File: src/rtl/cef_pkg.sv
package cef_pkg;
  localparam int REG_W   = 8;
  localparam int BIT_LIVE = 0;
  localparam int BIT_FF   = 1;
  localparam int BIT_FR   = 2;
  localparam int BIT_IEF  = 3;
  localparam int BIT_IER  = 4;
  localparam int NUM_EDGE = 2;
  localparam int EDGE_RISE = 0;
  localparam int EDGE_FALL = 1;

  typedef struct packed {
    logic ie_rise;
    logic ie_fall;
  } cef_en_t;

  function automatic logic cef_irq(input logic [NUM_EDGE-1:0] flags,
                                   input logic [NUM_EDGE-1:0] ens);
    return |(flags & ens);
  endfunction

  function automatic logic cef_live(input logic en, input logic inv, input logic cmp);
    return en ? cmp : inv;
  endfunction

  function automatic logic [REG_W-1:0] cef_pack(input cef_en_t en,
                                                input logic [NUM_EDGE-1:0] flags,
                                                input logic live);
    logic [REG_W-1:0] v;
    v = '0;
    v[BIT_IER]  = en.ie_rise;
    v[BIT_IEF]  = en.ie_fall;
    v[BIT_FR]   = flags[EDGE_RISE];
    v[BIT_FF]   = flags[EDGE_FALL];
    v[BIT_LIVE] = live;
    return v;
  endfunction
endpackage

File: src/rtl/cef_edge_detect.sv
module cef_edge_detect (
  input  logic clk,
  input  logic rst_n,
  input  logic en_i,
  input  logic sig_i,
  output logic rise_o,
  output logic fall_o
);
  logic prev_q;

  always_ff @(posedge clk or negedge rst_n) begin
    if (!rst_n) prev_q <= 1'b0;
    else        prev_q <= sig_i;
  end

  assign rise_o = en_i &  sig_i & ~prev_q;
  assign fall_o = en_i & ~sig_i &  prev_q;

  // enabling with a steady output yields no edge event
  a_r10_no_spurious: assert property (@(posedge clk) disable iff (!rst_n)
    ($past(rst_n) && !$past(en_i) && en_i && $stable(sig_i)) |-> (!rise_o && !fall_o));
endmodule

File: src/rtl/cef_flag_cell.sv
module cef_flag_cell (
  input  logic clk,
  input  logic rst_n,
  input  logic set_i,
  input  logic clr_i,
  output logic flag_o
);
  logic flag_q;

  always_ff @(posedge clk or negedge rst_n) begin
    if (!rst_n)      flag_q <= 1'b0;
    else if (set_i)  flag_q <= 1'b1;
    else if (clr_i)  flag_q <= 1'b0;
  end

  assign flag_o = flag_q;

  // a set event always leaves the flag high
  a_r6_set_wins: assert property (@(posedge clk) disable iff (!rst_n)
    set_i |=> flag_o);
  // a clear with no set drops the flag
  a_r5_clear: assert property (@(posedge clk) disable iff (!rst_n)
    (clr_i && !set_i) |=> !flag_o);
  // no set and no clear keeps the flag
  a_r5_hold: assert property (@(posedge clk) disable iff (!rst_n)
    (!clr_i && !set_i) |=> $stable(flag_o));
endmodule

File: src/rtl/cef_bus_if.sv
module cef_bus_if
  import cef_pkg::*;
(
  input  logic                clk,
  input  logic                rst_n,
  input  logic                sel_i,
  input  logic                we_i,
  input  logic [REG_W-1:0]    wdata_i,
  input  logic [NUM_EDGE-1:0] flags_i,
  input  logic                live_i,
  output logic [NUM_EDGE-1:0] clr_o,
  output cef_en_t             en_o,
  output logic [REG_W-1:0]    rdata_o
);
  logic    wr;
  cef_en_t en_q;

  assign wr = sel_i & we_i;

  always_ff @(posedge clk or negedge rst_n) begin
    if (!rst_n) en_q <= '0;
    else if (wr) begin
      en_q.ie_rise <= wdata_i[BIT_IER];
      en_q.ie_fall <= wdata_i[BIT_IEF];
    end
  end

  assign clr_o[EDGE_RISE] = wr & wdata_i[BIT_FR];
  assign clr_o[EDGE_FALL] = wr & wdata_i[BIT_FF];
  assign en_o    = en_q;
  assign rdata_o = cef_pack(en_q, flags_i, live_i);

  // enables only move on a qualified write
  a_r12_en_hold: assert property (@(posedge clk) disable iff (!rst_n)
    !wr |=> $stable(en_o));
endmodule

File: src/rtl/cmp_edge_flag_reg.sv
module cmp_edge_flag_reg
  import cef_pkg::*;
(
  input  logic             clk,
  input  logic             rst_n,
  input  logic             bus_sel,
  input  logic             bus_we,
  input  logic [REG_W-1:0] bus_wdata,
  output logic [REG_W-1:0] bus_rdata,
  input  logic             cmp_out,
  input  logic             mod_en,
  input  logic             inv_cfg,
  output logic             irq
);
  logic [NUM_EDGE-1:0] edge_evt;
  logic [NUM_EDGE-1:0] flag_clr;
  logic [NUM_EDGE-1:0] flag_q;
  logic                live_bit;
  cef_en_t             en;

  cef_edge_detect u_edge (
    .clk(clk), .rst_n(rst_n), .en_i(mod_en), .sig_i(cmp_out),
    .rise_o(edge_evt[EDGE_RISE]), .fall_o(edge_evt[EDGE_FALL])
  );

  for (genvar g = 0; g < NUM_EDGE; g++) begin : g_flag
    cef_flag_cell u_cell (
      .clk(clk), .rst_n(rst_n), .set_i(edge_evt[g]),
      .clr_i(flag_clr[g]), .flag_o(flag_q[g])
    );
  end

  assign live_bit = cef_live(mod_en, inv_cfg, cmp_out);

  cef_bus_if u_bus (
    .clk(clk), .rst_n(rst_n), .sel_i(bus_sel), .we_i(bus_we),
    .wdata_i(bus_wdata), .flags_i(flag_q), .live_i(live_bit),
    .clr_o(flag_clr), .en_o(en), .rdata_o(bus_rdata)
  );

  assign irq = cef_irq(flag_q, {en.ie_fall, en.ie_rise});

  // while disabled a clear flag stays clear
  a_r9_rise_quiet: assert property (@(posedge clk) disable iff (!rst_n)
    (!mod_en && !bus_rdata[BIT_FR]) |=> !bus_rdata[BIT_FR]);
  a_r9_fall_quiet: assert property (@(posedge clk) disable iff (!rst_n)
    (!mod_en && !bus_rdata[BIT_FF]) |=> !bus_rdata[BIT_FF]);
  // no interrupt while all enables are off
  a_r11_no_irq_masked: assert property (@(posedge clk) disable iff (!rst_n)
    (!bus_rdata[BIT_IER] && !bus_rdata[BIT_IEF]) |-> !irq);
endmodule

File: config.mk
export PLATFORM = sky130hd
export DESIGN_NAME = cmp_edge_flag_reg
export DESIGN_NICKNAME = d
export VERILOG_FILES = /design/src/rtl/cef_pkg.sv /design/src/rtl/cef_edge_detect.sv /design/src/rtl/cef_flag_cell.sv /design/src/rtl/cef_bus_if.sv /design/src/rtl/cmp_edge_flag_reg.sv
export SDC_FILE = /design/constraint.sdc
export NUM_CORES = 1
export LEC_CHECK = 0
export BUFFER_PORTS_ARGS = -buffer_cell sky130_fd_sc_hd__buf_2
export CORE_AREA = 10 10 47 49
export CTS_CLUSTER_DIAMETER = 40
export DETAILED_ROUTE_END_ITERATION = 10
export DIE_AREA = 0 0 57 59
export GPL_ROUTABILITY_DRIVEN = 1
export GPL_TIMING_DRIVEN = 0
export HOLD_SLACK_MARGIN = 0.06
export PLACE_DENSITY = 0.48
export SLEW_MARGIN = 20
export SYNTH_ARGS = -nofsm -noshare
export SYNTH_HDL_FRONTEND = slang
export SYNTH_SLANG_ARGS = --single-unit
File: constraint.sdc
create_clock -name clk -period 0.9 [get_ports clk]
set_input_delay 0.045 -clock clk [delete_from_list [all_inputs] [get_ports clk]]
set_output_delay 0.045 -clock clk [all_outputs]
set_load 0.05 [all_outputs]
==> flow_summary.ini, run 1 <==
[run_status]
status = complete, but fails checks
violations = negative setup slack

[synthesis]
syn-cell-area_um2 = 264.0
ys_warn_count = 0
synth-seq-cells = 5
syn_inst = 24
syn_avg_cell_area_um2 = 11.00
synth.distinct_cells = 12
synth-seq-area-share = 0.4739

[placement]
routabilityCongestion = 0.6690
portBuffers = 16
hpwl_um = 627.2
placed_area_um2 = 382.9
dp_slack_ns = -0.004546

[clocking]
cts_sinks = 5
cts_buffers = 3
clk_pin_slew_ns = 0.04
cts_root_buf = clkbuf_4
clk_latency_ns = 0.24
cts_buffer_depth = 2
htreeDepth = 1
cts_tree = yes

[worst_setup_path]
worstSetupPathType = flip-flop to primary output
required_ns = 0.85
startpoint_type = flip-flop
slowest_delay_ns = 0.41
worstSetupEndpointType = primary output
crit_fanout = 2
path_cells = a22o_4 -> buf_8
arrival_ns = 1.06
slowest_stage = dfrtp_2

[layout]
final_nets = 71
n_antenna_cell = 0
fillers = 143
area_growth_pct = 110.0
final_cell_area_um2 = 554.3
final_layout_size_suffix_gt1_frac = 0.6727

[routing]
detail-route-antenna-nets = 0
vias = 268
wl_um = 884
drt_iter0_markers = 3
dr.pass1.iters = 4
vias_per_cell = 3.775
drc = 0
wl_per_cell_um = 12.45

[sta]
finalCriticalPeriod_ns = 1.107
period_share = 1.230
whs_ns = 0.1082
slew_violations = 0
worst_slack_ns = -0.2069
fmax_mhz = 903.4
clock_skew_ns = 0.003968
finalSetupTns_ns = -0.6271
rsz0062_at_grt = yes
setup_viol = 6
hold_viol_final = 0

[floorplanning]
placementRows = 14
die_height_um = 59
ios = 24
fp.dieW_um = 57
core_area_um2 = 1401
dieArea_um2 = 3363
initial_core_util = 0.1884

[global_routing]
grt_pass1_vias = 326
grt_max_degree = 6
grt_pass1_wl_mm = 1.490
gr-total-overflow = 0
track_usage = 0.05829
antenna_found_initial = 0

[power_and_ir_drop]
pwr-share-clk = 0.236
max-vdd-ir-drop_mv = 0.6020
power_frac_seq = 0.269
switching_share = 0.3597
p_int_uw = 693.2
power_switching_uw = 389.4
power.density_nw_per_um2 = 1953
combPwrFrac = 0.495
p_leak_uw = 0.0002867

[job]
cap_violations = 0

[worst_hold_path]
hold_path_class = primary input to flip-flop
## worst max-delay path, delay by kind of cell, from the launching register on
kind,cells,cell delay [ns]
AO/OA/AOI/OAI,1,0.26
buffers and inverters,1,0.15
flip-flops,1,0.41
## metrics by stage
stage / util / cells / power (uW)
final: 0.3955 / 71 / 1083
after global routing: 0.3955 / 71 / 1150
after CTS: 0.3643 / 69 / 1026
after detailed placement: 0.2732 / 58 / 645.1
after global placement: 0.2732 / 58 / 641.7
after floorplan: - / 26 / 562.8
## logic make-up after synthesis
family / after synthesis / synth area share
multiplexers: 2 / 0.1137
flip-flops: 5 / 0.4739
AO/OA/AOI/OAI: 4 / 0.1232
AND/OR/NAND/NOR: 4 / 0.07583
buffers and inverters: 8 / 0.1991
other: 1 / 0.01420
## per-layer routing
layer	GRT usage	part of all wire	vias to the layer above
li1	-	-	134
met1	0.06409	0.45	117
met2	0.07597	0.41	17
met3	0.04292	0.13	0
met4	0.04027	0	0
met5	0	0	-
## worst paths after layout
check | startpoint | endpoint | slack, ns | cells after the start
max in group asynchronous | rst_n | u_bus.en_o[0] | 0.60 | 2
setup reg to reg | g_flag[0].u_cell.flag_o | g_flag[0].u_cell.flag_o | -0.09 | 4
hold / removal | mod_en | g_flag[1].u_cell.flag_o | 0.11 | 2
min in group asynchronous | rst_n | g_flag[1].u_cell.flag_o | 0.16 | 2
setup / recovery | u_bus.en_o[1] | irq | -0.21 | 2
hold reg to reg | u_edge.prev_q | g_flag[0].u_cell.flag_o | 0.46 | 1
## power groups by stage
| stage | logic, uW | registers (uW) | clock network [uW] |
|---|---|---|---|
| global placement | 351 | 291 | 0 |
| finish | 536 | 291 | 255 |
| CTS | 469 | 289 | 268 |
| floorplan | 230 | 333 | 0 |
| detailed placement | 353 | 292 | 0 |
| global route | 564 | 294 | 293 |
## cells in the final DEF (no fill, tap or decap), drive strengths merged
cell type,n
dfrtp,5
buf,27
o2bb2ai,1
nand2,2
inv,2
clkbuf,4
a32o,1
conb,3
o21ai,1
nand3,2
a22o,1
mux2,2
dlygate4sd3,4
## registers in the layout, summed over array words and instances (netlist names)
register,count
g_flag.u_cell.flag_o,2
u_edge.prev_q,1
u_bus.en_o,2
## cells in the mapped netlist (all sizes together)
cell type	n	area share
o21ai	1	0.019
nand2	2	0.038
buf	6	0.17
inv	2	0.028
nand3	2	0.038
o2bb2ai	1	0.033
dfrtp	5	0.47
a22o	1	0.033
a32o	1	0.038
conb	1	0.014
mux2	2	0.11
## cell type report
class                      instances  area, um2  share of cell area
buffer                             5      41.29             0.07449
clock buffer                       4      26.28             0.04740
inverter                           2      7.507             0.01354
multi-input combinational         13      108.9              0.1964
sequential                         5      127.6              0.2302
tap                               16      20.02             0.03612
timing repair buffer              26      222.7              0.4018
## timing repair
action,CTS,global route
endpoints found under the hold margin,8,0
pin swaps,0,1
endpoints found under the setup margin,5,6
hold buffers,4,0
buffers inserted,3,3
resized for setup,12,8
No activity file was read; power rests on OpenSTA's default activity.
==> inputs of run 2 (changes only) <==
- ABC_AREA: unset -> 0
- BUFFER_PORTS_ARGS: -buffer_cell sky130_fd_sc_hd__buf_2 -> unset
- CTS_CLUSTER_DIAMETER: 40 -> 150
- DONT_BUFFER_PORTS: unset -> 1
- PLACE_DENSITY: 0.48 -> 0.33
==> run 2 against run 1 <==
- the run still ends with negative setup slack left
- power is 17% lower
- first-iteration DRC count is 67% lower
- worst setup slack worse by 0.056 ns
- sequential cell count stayed put
- non-clock buffer count is 15 lower
- die area stayed put
- via count is 17% lower
- core utilization is 8.0 points lower
- sequential share of layout area is 5.9 points higher
- critical endpoint unchanged
==> flow_summary.ini, run 2 (synthesis results as in run 1) <==
[sta]
rsz0062_at_grt = yes
period_share = 1.292
finalCriticalPeriod_ns = 1.163
fmax_mhz = 859.7
clock_skew_ns = 0.00001935
whs_ns = 0.08098
slew_violations = 0
setup_viol = 3
worst_slack_ns = -0.2631
hold_viol_final = 0

[clocking]
post-cts-setup-buffers = 0
cts_sinks = 5
cts_tree = yes
clk_latency_ns = 0.24
cts_buffers = 3
clk_pin_slew_ns = 0.04
cts_root_buf = clkbuf_4
cts_buffer_depth = 2
htreeDepth = 1

[power_and_ir_drop]
power.density_nw_per_um2 = 2026
p_leak_uw = 0.0002228
max-vdd-ir-drop_mv = 0.7848

[floorplanning]
dieArea_um2 = 3363
core_area_um2 = 1401
die_height_um = 59
ios = 24
initial_core_util = 0.1884
placementRows = 14
fp.dieW_um = 57

[layout]
final_util = 0.3152
final_common_cell = dlygate4sd3_1
fillers = 155
n_antenna_cell = 0
multi_input_area_um2 = 102.6
final_layout_size_suffix_gt1_frac = 0.3750
seq_area_um2 = 127.6
final_cell_mix = 8 x dlygate4sd3_1, 4 x buf_4, 3 x conb_1, 3 x clkbuf_4, 3 x dfrtp_1
area_growth_pct = 67.30
final_nets = 56

[run_status]
violations = negative setup slack
status = complete, but fails checks

[global_routing]
gr-total-overflow = 0
antenna_found_initial = 0
track_usage = 0.05245
grt_max_degree = 6
grt_pass1_vias = 274
grt_pass1_wl_mm = 1.359

[worst_setup_path]
slowest_stage = dfrtp_2
worstSetupPathType = flip-flop to primary output
rr_endpoint = u_bus.en_o[0]
path_cells = a22o_4
r2r_setup_slack_ns = -0.05
r2r-start = u_bus.en_o[0]
slowest_delay_ns = 0.52
startpoint_type = flip-flop
crit_buf_inv = 0
critPathTopFamily = flip-flops
timing.critical_path.from = u_bus.en_o[1]
crit_fanout = 3
worstSetupEndpointType = primary output
crit_end = irq
required_ns = 0.85
arrival_ns = 1.12
cp_num_cells = 1
reg2reg_depth = 1

[routing]
wl_per_cell_um = 15.48
vias = 223
detail-route-antenna-nets = 0
drt_iter0_markers = 1
dr.pass1.iters = 2
vias_per_cell = 3.982
wl_um = 867
drc = 0

[placement]
routabilityCongestion = 0.6518
portBuffers = 0
dp_slack_ns = -0.04191
hpwl_um = 660.2

[worst_hold_path]
whs_path_depth = 2
hold_path_class = primary input to flip-flop

[job]
cap_violations = 0
run 2: cell types whose count changed in the layout (fill, tap and decap cells not counted), sizes merged:
cell,change
buf,-21
dlygate4sd3,+4
dlymetal6s4s,+2
run 2: worst min-delay path by stage:
stage	startpoint	to	slack [ns]
4_1_cts	bus_we	u_bus.en_o[1]	0.07
2_1_floorplan	rst_n	g_flag[0].u_cell.flag_o	-0.25
3_5_place_dp	rst_n	u_bus.en_o[0]	-0.25
5_1_grt	bus_we	u_bus.en_o[0]	0.07
6_report	bus_we	u_bus.en_o[1]	0.08
3_3_place_gp	rst_n	u_bus.en_o[1]	-0.25
run 2: metrics by stage:
step	cell area, um2	std cells	total power [uW]	TNS, ns
finish	441.7	56	894.9	-0.3469
global route	441.7	56	951.5	-0.4527
CTS	426.7	55	910.5	-0.5183
detailed placement	302.8	42	589.7	-0.1034
global placement	302.8	42	583.4	-0.05621
floorplan	282.8	26	562.8	-0.02180
run 2: area by class of cell:
cell class / instances / share of cell area
Inverter: 2 / 0.01700
Multi-Input combinational cell: 13 / 0.2323
Timing Repair Buffer: 10 / 0.2380
Tap cell: 16 / 0.04533
Buffer: 6 / 0.1190
Sequential cell: 5 / 0.2890
Clock buffer: 4 / 0.05949
run 2: timing repair:
item / CTS / global route
endpoints found under the setup margin: 5 / 6
hold buffers: 9 / 1
hold endpoints to repair: 10 / 1
gates resized for setup: 2 / 2
pin swaps: 0 / 0
run 2: power by group:
group          internal (uW)  switching (uW)
Clock                    167            88.3
Sequential               258            86.2
Combinational            122             173
Total                    547             348
run 2: layer usage:
layer	track usage	wire length, um	vias to the layer above
met4	0.03020	0	0
met3	0.03648	136	0
met5	0	0	-
met2	0.08217	400	14
met1	0.05030	330	105
li1	-	-	104
==> inputs of run 3 (changes only) <==
- PLACE_DENSITY: 0.33 -> 0.36
- SYNTH_HIERARCHICAL: unset -> 1
==> run 3 against run 2 <==
- the run still ends with negative setup slack left
- non-clock buffer count unchanged
- sequential cell count unchanged
- critical path depth unchanged
- critical path type unchanged
==> flow_summary.ini, run 3 <==
[placement]
dp_slack_ns = 0.02014
dp_cells = 45
routabilityCongestion = 0.6679
portBuffers = 0
hpwl_um = 589.1

[floorplanning]
ios = 24
fp.dieW_um = 57
dieArea_um2 = 3363
core_area_um2 = 1401
die_height_um = 59
placementRows = 14
initial_core_util = 0.2170

[routing]
wl_per_cell_um = 12.51
vias_per_cell = 4.088
dr.pass1.iters = 2
wl_um = 713
drt_iter0_markers = 1
drc = 0
vias = 233
detail-route-antenna-nets = 0

[synthesis]
synth-seq-cells = 5
syn-cell-area_um2 = 304.0
yosysMostFrequentCell = buf_4
ys_warn_count = 6
synth.distinct_cells = 10
synth.top_cell.area_share = 0.4115
synth-seq-area-share = 0.4115
ys.flop_type = dfrtp_1
syn_avg_cell_area_um2 = 11.26
synth_top_area_cell = dfrtp_1
ys_top_cells_by_area = dfrtp_1 41%, buf_4 20%, mux2_4 15%
async_flop_share = 1.000
synth-edff-count = 0
syn_inst = 27
netlist_top_cells_count = 8 x buf_4, 5 x dfrtp_1, 3 x mux2_4

[clocking]
clk_latency_ns = 0.24
cts_buffer_depth = 2
cts_sinks = 5
cts_root_buf = clkbuf_4
cts_tree = yes
htreeDepth = 1
clk_pin_slew_ns = 0.04
cts_buffers = 3

[worst_hold_path]
hold_path_class = primary input to asynchronous set/reset pin

[sta]
clock_skew_ns = 0.001172
period_share = 1.135
finalSetupTns_ns = -0.1216
rsz0062_at_grt = yes
fmax_mhz = 978.8
setup_viol = 1
slew_violations = 0
worst_slack_ns = -0.1216
whs_ns = 0.08467
finalCriticalPeriod_ns = 1.022
hold_viol_final = 0

[power_and_ir_drop]
power.density_nw_per_um2 = 2021
total_power_uw = 912.9
max-vdd-ir-drop_mv = 0.5694
p_leak_uw = 0.0002372

[global_routing]
gr-total-overflow = 0
grt_pass1_wl_mm = 1.200
track_usage = 0.04987
grt_max_degree = 6
antenna_found_initial = 0
grt_pass1_vias = 265

[layout]
seq_area_um2 = 125.1
final_layout_size_suffix_gt1_frac = 0.4634
final_nets = 57
n_antenna_cell = 0
final_cell_mix = 7 x dlygate4sd3_1, 7 x buf_4, 5 x dfrtp_1
fillers = 157
area_growth_pct = 48.56
fin_cells = 57
multi_input_area_um2 = 127.6

[worst_setup_path]
reg2reg_depth = 2
critPathTopFamily = flip-flops
timing.critical_path.from = g_flag[1].u_cell/flag_o
rr_endpoint = u_bus/en_o[0]
arrival_ns = 0.98
worstSetupPathType = flip-flop to primary output
slowest_delay_ns = 0.40
r2r-start = u_bus/en_o[0]
required_ns = 0.85
crit_buf_inv = 0
crit_end = irq
worstSetupEndpointType = primary output
path_cells = a22o_4
cp_num_cells = 1
startpoint_type = flip-flop
slowest_stage = dfrtp_1
crit_fanout = 3
r2r_setup_slack_ns = 0

[run_status]
status = complete, but fails checks
violations = negative setup slack

[job]
cap_violations = 0
==> run 3: changes by cell type after synthesis, sizes merged <==
cell / previous run / this run
o2bb2ai: 1 / 0
nand3: 2 / 0
buf: 6 / 8
a32o: 1 / 0
and3b: 0 / 2
mux2: 2 / 3
a21o: 0 / 2
o21ai: 1 / 0
and3: 0 / 2
nand2: 2 / 1
==> run 3: repair_timing <==
| item | 4_1_cts | 5_1_grt |
|---|---|---|
| buffers inserted | 1 | 0 |
| pin swaps | 1 | 1 |
| hold buffers | 7 | 0 |
| endpoints found under the hold margin | 10 | 0 |
| gates resized for setup | 4 | 0 |
| setup endpoints to repair | 1 | 5 |
==> run 3: kinds of logic after synthesis <==
| family | after synthesis | share of synthesized area |
|---|---|---|
| buffers and inverters | 10 | 0.2222 |
| flip-flops | 5 | 0.4115 |
| AND/OR/NAND/NOR | 5 | 0.1276 |
| AO/OA/AOI/OAI | 3 | 0.07818 |
| multiplexers | 3 | 0.1481 |
| other | 1 | 0.01233 |
==> run 3: how the worst min path moves through the flow <==
| stage | endpoint |
|---|---|
| final | u_bus/en_o[0] |
| after global routing | u_bus/en_o[0] |
| after CTS | u_bus/en_o[0] |
| after detailed placement | u_bus/en_o[0] |
| after global placement | u_bus/en_o[1] |
| after floorplan | g_flag[0].u_cell/flag_o |
==> run 3: stage by stage <==
stage,area (um2),utilization
after floorplan,311.5,-
after global placement,331.6,0.2366
after detailed placement,331.6,0.2366
after CTS,451.7,0.3223
after global routing,451.7,0.3223
final,451.7,0.3223
==> run 3: area by class of cell <==
cell class | instances | area share
plain buffers | 8 | 0.1496
clock buffers | 4 | 0.05817
inverters | 2 | 0.01662
multi-input cells | 14 | 0.2825
flip-flops and latches | 5 | 0.2770
well taps | 16 | 0.04432
repair buffers | 8 | 0.1717
==> run 3: layer usage <==
| layer | track usage | vias to the layer above | share of wire |
|---|---|---|---|
| met1 | 0.04556 | 112 | 0.39 |
| met2 | 0.06512 | 12 | 0.51 |
| met3 | 0.02361 | 2 | 0.080 |
| li1 | - | 107 | - |
| met4 | 0.08054 | 0 | 0.022 |
| met5 | 0 | - | 0 |
==> run 3: power by group <==
group	total [uW]	internal (uW)	switching, uW
logic	364	144	220
registers	286	256	30.6
clock network	263	168	94.7
